File: src/rtl/gpio_bank_pkg.sv
package gpio_bank_pkg;
  localparam int GRP_DOUT  = 0;
  localparam int GRP_DIN   = 1;
  localparam int GRP_OE    = 2;
  localparam int GRP_ROUTE = 3;
  localparam int GRP_IEN   = 4;
  localparam int GRP_LVL   = 5;
  localparam int GRP_POL   = 6;
  localparam int GRP_STAT  = 7;
  localparam int NUM_GRP   = 8;

  typedef enum logic [1:0] {
    ACC_WRITE = 2'd0,
    ACC_SET   = 2'd1,
    ACC_CLR   = 2'd2,
    ACC_RSVD  = 2'd3
  } acc_e;

  typedef struct packed {
    logic wr;
    logic set;
    logic clr;
  } wr_cmd_t;

  function automatic wr_cmd_t make_cmd(input logic hit, input acc_e acc);
    wr_cmd_t c;
    c.wr  = hit && (acc == ACC_WRITE);
    c.set = hit && (acc == ACC_SET);
    c.clr = hit && (acc == ACC_CLR);
    return c;
  endfunction
endpackage

File: src/rtl/gpio_sync.sv
module gpio_sync #(
  parameter int W      = 32,
  parameter int STAGES = 2
) (
  input  logic         clk,
  input  logic         rst_n,
  input  logic [W-1:0] async_i,
  output logic [W-1:0] sync_o
);
  logic [W-1:0] stg_q [STAGES];

  always_ff @(posedge clk or negedge rst_n) begin
    if (!rst_n) begin
      for (int s = 0; s < STAGES; s++) stg_q[s] <= '0;
    end else begin
      stg_q[0] <= async_i;
      for (int s = 1; s < STAGES; s++) stg_q[s] <= stg_q[s-1];
    end
  end

  assign sync_o = stg_q[STAGES-1];
endmodule

File: src/rtl/gpio_alias_reg.sv
module gpio_alias_reg
  import gpio_bank_pkg::*;
#(
  parameter int W = 32
) (
  input  logic         clk,
  input  logic         rst_n,
  input  wr_cmd_t      cmd,
  input  logic [W-1:0] wdata,
  output logic [W-1:0] q
);
  logic [W-1:0] q_d;
  logic         q_en;

  always_comb begin
    q_en = cmd.wr | cmd.set | cmd.clr;
    q_d  = q;
    if (cmd.wr)       q_d = wdata;
    else if (cmd.set) q_d = q | wdata;
    else if (cmd.clr) q_d = q & ~wdata;
  end

  always_ff @(posedge clk or negedge rst_n) begin
    if (!rst_n)    q <= '0;
    else if (q_en) q <= q_d;
  end


  set_keeps_chk: assert property (@(posedge clk) disable iff (!rst_n)
    cmd.set |=> (((q & $past(q)) == $past(q)) && ((q & $past(wdata)) == $past(wdata))));


  clr_only_chk: assert property (@(posedge clk) disable iff (!rst_n)
    cmd.clr |=> (((q & $past(wdata)) == '0) && ((q | $past(wdata)) == ($past(q) | $past(wdata)))));
endmodule

File: src/rtl/gpio_irq_detect.sv
module gpio_irq_detect #(
  parameter int W = 32
) (
  input  logic         clk,
  input  logic         rst_n,
  input  logic [W-1:0] pin_s,
  input  logic [W-1:0] route,
  input  logic [W-1:0] lvl_sel,
  input  logic [W-1:0] pol_sel,
  input  logic [W-1:0] clr_mask,
  output logic [W-1:0] stat_q
);
  logic [W-1:0] prev_q;
  logic [W-1:0] trig;
  logic [W-1:0] set_mask;
  logic [W-1:0] stat_d;

  for (genvar i = 0; i < W; i++) begin : g_pin
    logic rise, fall, act_lvl;
    assign rise    = pin_s[i] & ~prev_q[i];
    assign fall    = ~pin_s[i] & prev_q[i];
    assign act_lvl = pol_sel[i] ? pin_s[i] : ~pin_s[i];
    assign trig[i] = lvl_sel[i] ? act_lvl : (pol_sel[i] ? rise : fall);
  end

  always_comb begin
    set_mask = trig & route;
    stat_d   = (stat_q & ~clr_mask) | set_mask;
  end

  always_ff @(posedge clk or negedge rst_n) begin
    if (!rst_n) begin
      prev_q <= '0;
      stat_q <= '0;
    end else begin
      prev_q <= pin_s;
      stat_q <= stat_d;
    end
  end


  stat_sticky_chk: assert property (@(posedge clk) disable iff (!rst_n)
    (clr_mask == '0) |=> ((stat_q & $past(stat_q)) == $past(stat_q)));


  route_gate_chk: assert property (@(posedge clk) disable iff (!rst_n)
    1'b1 |=> ((stat_q & ~$past(stat_q) & ~$past(route)) == '0));


  set_wins_chk: assert property (@(posedge clk) disable iff (!rst_n)
    ((set_mask & clr_mask) != '0) |=> ((stat_q & $past(set_mask)) == $past(set_mask)));
endmodule

File: src/rtl/gpio_bank.sv
module gpio_bank
  import gpio_bank_pkg::*;
#(
  parameter int BANK_W      = 32,
  parameter int ADDR_W      = 8,
  parameter int SYNC_STAGES = 2,
  parameter bit SPLIT_IRQ   = 1'b1
) (
  input  logic              clk,
  input  logic              rst_n,
  input  logic              bus_we,
  input  logic [ADDR_W-1:0] bus_addr,
  input  logic [BANK_W-1:0] bus_wdata,
  output logic [BANK_W-1:0] bus_rdata,
  input  logic [BANK_W-1:0] pin_in,
  output logic [BANK_W-1:0] pin_out,
  output logic [BANK_W-1:0] pin_oe,
  output logic              irq_lo,
  output logic              irq_hi
);
  localparam int ACC_LSB = 2;
  localparam int GRP_LSB = 4;
  localparam int GRP_W   = $clog2(NUM_GRP);
  localparam int HALF    = BANK_W / 2;

  logic [GRP_W-1:0]  grp;
  acc_e              acc;
  logic              addr_ok;
  logic [BANK_W-1:0] grp_q [NUM_GRP];
  logic [BANK_W-1:0] pin_s;
  logic [BANK_W-1:0] stat_clr;
  logic [BANK_W-1:0] irq_act;

  always_comb begin
    grp     = bus_addr[GRP_LSB +: GRP_W];
    acc     = acc_e'(bus_addr[ACC_LSB +: 2]);
    addr_ok = (bus_addr[ADDR_W-1:GRP_LSB+GRP_W] == '0) && (bus_addr[1:0] == 2'b00);
  end

  for (genvar g = 0; g < NUM_GRP; g++) begin : g_grp
    if (g != GRP_DIN && g != GRP_STAT) begin : g_rw
      wr_cmd_t cmd;
      assign cmd = make_cmd(bus_we && addr_ok && (grp == GRP_W'(g)), acc);
      gpio_alias_reg #(.W(BANK_W)) u_reg (
        .clk   (clk),
        .rst_n (rst_n),
        .cmd   (cmd),
        .wdata (bus_wdata),
        .q     (grp_q[g])
      );
    end
  end

  gpio_sync #(.W(BANK_W), .STAGES(SYNC_STAGES)) u_sync (
    .clk     (clk),
    .rst_n   (rst_n),
    .async_i (pin_in),
    .sync_o  (pin_s)
  );
  assign grp_q[GRP_DIN] = pin_s;

  assign stat_clr = (bus_we && addr_ok && (grp == GRP_W'(GRP_STAT)) && (acc == ACC_CLR))
                    ? bus_wdata : '0;

  gpio_irq_detect #(.W(BANK_W)) u_det (
    .clk      (clk),
    .rst_n    (rst_n),
    .pin_s    (pin_s),
    .route    (grp_q[GRP_ROUTE]),
    .lvl_sel  (grp_q[GRP_LVL]),
    .pol_sel  (grp_q[GRP_POL]),
    .clr_mask (stat_clr),
    .stat_q   (grp_q[GRP_STAT])
  );

  assign bus_rdata = addr_ok ? grp_q[grp] : '0;
  assign pin_out   = grp_q[GRP_DOUT];
  assign pin_oe    = grp_q[GRP_OE];
  assign irq_act   = grp_q[GRP_STAT] & grp_q[GRP_IEN];

  if (SPLIT_IRQ) begin : g_split
    assign irq_lo = |irq_act[HALF-1:0];
    assign irq_hi = |irq_act[BANK_W-1:HALF];
  end else begin : g_single
    assign irq_lo = |irq_act;
    assign irq_hi = 1'b0;
  end


  irq_quiet_chk: assert property (@(posedge clk) disable iff (!rst_n)
    ((grp_q[GRP_STAT] & grp_q[GRP_IEN]) == '0) |-> (!irq_lo && !irq_hi));


  reset_clear_chk: assert property (@(posedge clk)
    !rst_n |-> (pin_out == '0 && pin_oe == '0 && !irq_lo && !irq_hi));
endmodule

File: config.mk
export PLATFORM = sky130hd
export DESIGN_NAME = gpio_bank
export DESIGN_NICKNAME = d
export VERILOG_FILES = /design/src/rtl/gpio_bank_pkg.sv /design/src/rtl/gpio_sync.sv /design/src/rtl/gpio_alias_reg.sv /design/src/rtl/gpio_irq_detect.sv /design/src/rtl/gpio_bank.sv
export SDC_FILE = /design/constraint.sdc
export NUM_CORES = 1
export LEC_CHECK = 0
export BUFFER_PORTS_ARGS = -buffer_cell sky130_fd_sc_hd__buf_2
export CAP_MARGIN = 20
export CORE_UTILIZATION = 55
export DETAILED_ROUTE_END_ITERATION = 8
export PLACE_DENSITY = 0.76
export RECOVER_POWER = 50
export SYNTH_ARGS = -nofsm -noshare
export SYNTH_HDL_FRONTEND = slang
export SYNTH_SLANG_ARGS = --single-unit
File: constraint.sdc
create_clock -name clk -period 1.9 [get_ports clk]
set_input_delay 0.19 -clock clk [delete_from_list [all_inputs] [get_ports clk]]
set_output_delay 0.19 -clock clk [all_outputs]
set_load 0.02 [all_outputs]
* Word level (Yosys, flattened, before mapping)
Index checks and enable logic that the tools add are counted.
** Cells by class
- Reduce and logical (&&, ||, !) cells :: 45
- Mux-type cells :: 119
- $add $sub $neg :: 0
- Magnitude comparators :: 1
- $mul :: 0
- Equality and inequality tests :: 8
- Divide/modulo/power cells :: 0
- Bitwise operators :: 160
- Shift operators :: 0
** Operators by type and width (count)
- $mux 32 :: 22
- $and 32x32->32 :: 9
- $or 32x32->32 :: 7
- $bmux 32 s3 :: 1
- $mux 1 :: 96
- $not 1->1 :: 65
- $and 1x1->1 :: 64
- $not 32->32 :: 2
- $reduce_or 16->1 :: 2
- $logic_and 1x1->1 :: 28
- $reduce_bool 3->1 :: 6
- $eq 3x3->1 const B :: 4
- $or 1x1->1 :: 12
- $reduce_and 2->1 :: 6
- $eq 3x2->1 const B :: 2
- $ge 4x4->1 const B :: 1
- $logic_not 2->1 :: 2
- $not 3->4 :: 1
- $logic_not 3->1 :: 1
- $eq 2x1->1 const B :: 1
- $eq 2x2->1 const B :: 1
** Storage, ports and cells
- Memories kept :: 0
- Register bits after elaboration :: 320
- Bits in writable memories :: 0
- ROM bits :: 0
- Logic and storage cells :: 343
- Bits in latches :: 0

* Longest topological paths before layout
- Word-level depth :: 9
- Gate-level depth with buffers :: 7
- Mapped depth without buffers :: 4

* Modules after synthesis
A second synthesis with hierarchy kept.
** Second synthesis, totals
- Cell total of the unflattened synthesis :: 1347
- Area total of the unflattened synthesis :: 15290.9 µm²
** By module, submodules not included
- gpio_alias_reg :: times used 6, seq. area each 800.8 µm², cells an instance 108, area an instance 1326.3 µm²
- gpio_irq_detect :: times used 1, seq. area each 1601.5 µm², cells an instance 256, area an instance 2762.6 µm²
- gpio_bank :: times used 1, seq. area each 0.0 µm², cells an instance 347, area an instance 2728.9 µm²
- gpio_sync :: times used 1, seq. area each 1601.5 µm², cells an instance 96, area an instance 1841.8 µm²

* Least setup slack after synthesis
OpenSTA, ideal clock, no wires.
- Path type :: input -> output
- Start point :: in bus_addr[6]
- End point :: out bus_rdata[12]
- Arrival :: 1678 ps
- Path slack :: 32 ps
- Stages on the path :: 4
- Buffers on the path :: 2
- Required time :: 1710 ps
- Cells stage by stage :: buf_2 buf_1 mux4_2 a22o_1
** Between the ends
- Longest elaborated chain between the ends :: 5
** RTL lines
- from (decl) :: line gpio_bank.sv:12 : input logic [ADDR_W-1:0] bus_addr,
- $not 3->4 (not written as such) :: line gpio_bank.sv:76 : assign bus_rdata = addr_ok ? grp_q[grp] : '0;
- $bmux 32 s3 :: line gpio_bank.sv:76
- $mux 32 (not written as such) (2 in series) :: line gpio_bank.sv:76
- $mux 32 :: line gpio_bank.sv:76
- to (decl) :: line gpio_bank.sv:14 : output logic [BANK_W-1:0] bus_rdata,
No other way between the ends. The select of a mux whose other input is x is not followed.

==> summary.md <==
| Metric | Value |
|---|---|
| Slew margin rel. | 0.0851 |
| Area Growth Syn to Fin | 25.7% |
| Register bit total from synthesis | between 300 and 400 |
| Core Area | between 20,000 and 30,000 um2 |
| HPWL after DPL | 29,600 um |
| CP Data Required Time | 1.71 ns |
| Count leader, synth | dfrtp_1 |
| DRT Wirelength | 47,500 um |
| Share of cells above drive strength 1 | 0.284 |
| TritonRoute pass-1 iters | 6 |
| Hold-critical path depth | 3 |
| Synth Cell Area | 15,300 um2 |
| Max_cap viols | 0 |
| Die ar. | 28,500 um2 |
| Hold Crit Start | bus_wdata[24] |
| Status | finished, violations left |
| Actual slew at the worst max-slew pin | roughly 1.4 ns |
| CTS root buffer | clkbuf_16 |
| Fmax achieved | ~0.48 GHz |
| Drt initial violations | 1,648 |
| Site row count | 60 |
| Avg Vias per Cell | 6.30 |
| Utilization after layout | 0.709 |
| VDD IR max | 0.814 mV |
| GPL Wtd Cong | between 0.9 and 1 |
| Initial antenna violation count | 2 |
| Final worst-path cycle share | 1.10 |
| Nets | 1,758 |
| Port Buf Inserts | 172 |
| Pwr Density | approximately 940 nW/um2 |
| # IOs | 173 |
| EDFF count, synth | 0 |
| Power Total | between 15 and 20 mW |
| Synth area leader | dfrtp_1 |
| Warnings, synthesis | 0 |
| Sink Count | 320 |
| Main synth FF type | dfrtp_1 |
| WP data arrival | 1.90 ns |
| P_leak | roughly 9 nW |
| CTS tree | done |
| Hold Crit Class | primary input to register |
| Final setup violation count | 22 |
| Post-route ant nets | 0 |
| Synth top cells by count | 320 x dfrtp_1, 210 x a22o_1, 197 x nand2_1 |
| Unrepaired setup endpoints after global routing | yes |
| Clock Tree Buf Depth | 3 |
| Setup TNS Final | -1.54 ns |
| Vias in the first global route | approximately 13,000 |
| H-tree Lvls | 2 |
| Clock-pin slew on the worst setup and hold paths | 0.06 ns |
| Total number of vias | between 10,000 and 15,000 |
| Area share of the largest cell type after synthesis | 0.523 |
| CP Class | register to output port |
| R2R Setup Slk | 0.59 ns |
| Remaining global-route overflow | 0 |
| Failing checks | negative setup slack |
| Overall Global Routing Usage | 0.332 |
| Asr flop ratio synth | 1.00 |
| Final WS setup | -0.185 ns |
| Synth cell types | 40 |
| Reg2reg path depth | 6 |
| Num CTS Buffers | 35 |
| Worst-Skew Late Latency | 0.51 ns |
| Crit path launch type | register |
| Seq/Total Area, Yosys | 0.523 |
| Synthesized Nets | 1,508 |
| Die X | ~170 um |
| DR WL/cell | 22.9 um |
| Largest net degree at the start of global routing | 68 |
| Final Hold Fails | 0 |
| # DRC | 0 |
| R2r endpoint | u_det.stat_q[7]$_DFF_PN0_ |
| Final Max Slew Viols | 0 |
| Synthesized instance count | 1,433 |
| Die Ht | 169 um |
| Area contributors post-synth | dfrtp_1 52%, a22o_1 12%, mux4_2 4.8% |
| Initial Util | 0.564 |
| CP max FO | 3 |
| Global-route wire length before repair | 72,500 um |
| Avg Inst Size Synth | 10.7 um2 |
| Period minus WS final | 2.09 ns |
| Critical Path End Type | output port |
| Clk_skew | around 0.0077 ns |
[final cells by class]
| cell class | instances | area (um2) |
|---|---|---|
| clock buffer | 49 | 1000 |
| clock inverter | 11 | 183 |
| antenna | 1 | 2.50 |
| timing repair buffer | 398 | 3080 |
| fill | 1873 | 7910 |
| inverter | 33 | 124 |
| tap | 372 | 465 |
| sequential | 320 | 8020 |
| multi-input combinational | 895 | 6390 |
[layer usage]
layer | vias up | part of all wire | track usage
met5 | - | 0.00017 | 0
met4 | 2 | 0.039 | 0.150
met3 | 158 | 0.11 | 0.0765
met2 | 868 | 0.47 | 0.528
met1 | 6439 | 0.38 | 0.437
li1 | 5641 | - | -
[kinds of logic (layout without fill, tap and decap cells)]
| logic type | after synthesis | count (layout) | share of synthesized area |
|---|---|---|---|
| muxes | 64 | 64 | 0.0688 |
| and+or+nand+nor | 390 | 390 | 0.115 |
| AOI/OAI and AO/OA | 435 | 435 | 0.215 |
| DFF | 320 | 320 | 0.523 |
| other | 0 | 1 | 0 |
| xor gates and xnor gates | 6 | 6 | 0.00343 |
| buffers and inverters | 218 | 491 | 0.0753 |
[through the flow]
stage | cell area (um2) | hold slack (ns) | cells | worst slack (ns)
floorplan | 15300 | -0.106 | 1433 | 0.0321
global placement | 16700 | 0.135 | 1883 | -0.117
detailed placement | 16700 | 0.138 | 1883 | -0.149
CTS | 19000 | 0.00268 | 2059 | -0.174
global route | 19300 | 0.0226 | 2078 | -0.202
finish | 19300 | 0.0144 | 2079 | -0.185
[power breakdown]
group          switching [mW]  internal [mW]
registers               0.651           7.52
clock network            2.70           4.35
logic                    1.48           1.46
total                    4.83           13.3
[worst max-delay path: stages, from the launching register on]
cell	delay (ns)
dfrtp_1	0.42
a22o_1	0.30
a221oi_2	0.24
nand4_1	0.21
buf_2	0.22
[worst max path at each step]
stage / from / endpoint / slack, ns / depth (start not counted)
detailed placement: bus_addr[7] / register / -0.15 / 8
global route: register / irq_lo / -0.20 / 4
floorplan: bus_addr[6] / bus_rdata[12] / 0.03 / 4
global placement: bus_addr[7] / register / -0.12 / 8
CTS: u_det.stat_q[15]$_DFF_PN0_ / irq_lo / -0.17 / 4
finish: register / irq_lo / -0.19 / 4
[timing repair]
action                                  in CTS  in global routing
endpoints found under the setup margin      34                 33
buffers inserted                            63                 19
hold endpoints to repair                   177                  0
pin swaps                                   28                 22
gates resized for setup                     51                 45
hold buffers                                53                  0
[cells in the final DEF (no fill, tap or decap), types with 5 or more instances in the layout]
master / instances
nand2b_1: 33
o31ai_1: 32
o22ai_1: 16
nand3_1: 30
mux4_2: 33
o21ai_0: 66
a221oi_2: 6
nor4_4: 7
a22o_1: 210
bufinv_16: 5
buf_6: 30
dfrtp_2: 6
clkinv_2: 5
clkbuf_16: 37
mux2i_1: 30
dfrtp_1: 314
nor3_1: 12
a211oi_2: 13
o221a_2: 15
buf_12: 19
o21ai_1: 31
nor2b_1: 10
inv_1: 33
dlygate4sd3_1: 53
buf_2: 142
nand2_1: 197
a21oi_1: 32
nor2_1: 79
clkbuf_1: 21
buf_4: 135
No activity file was read; power rests on OpenSTA's default activity.
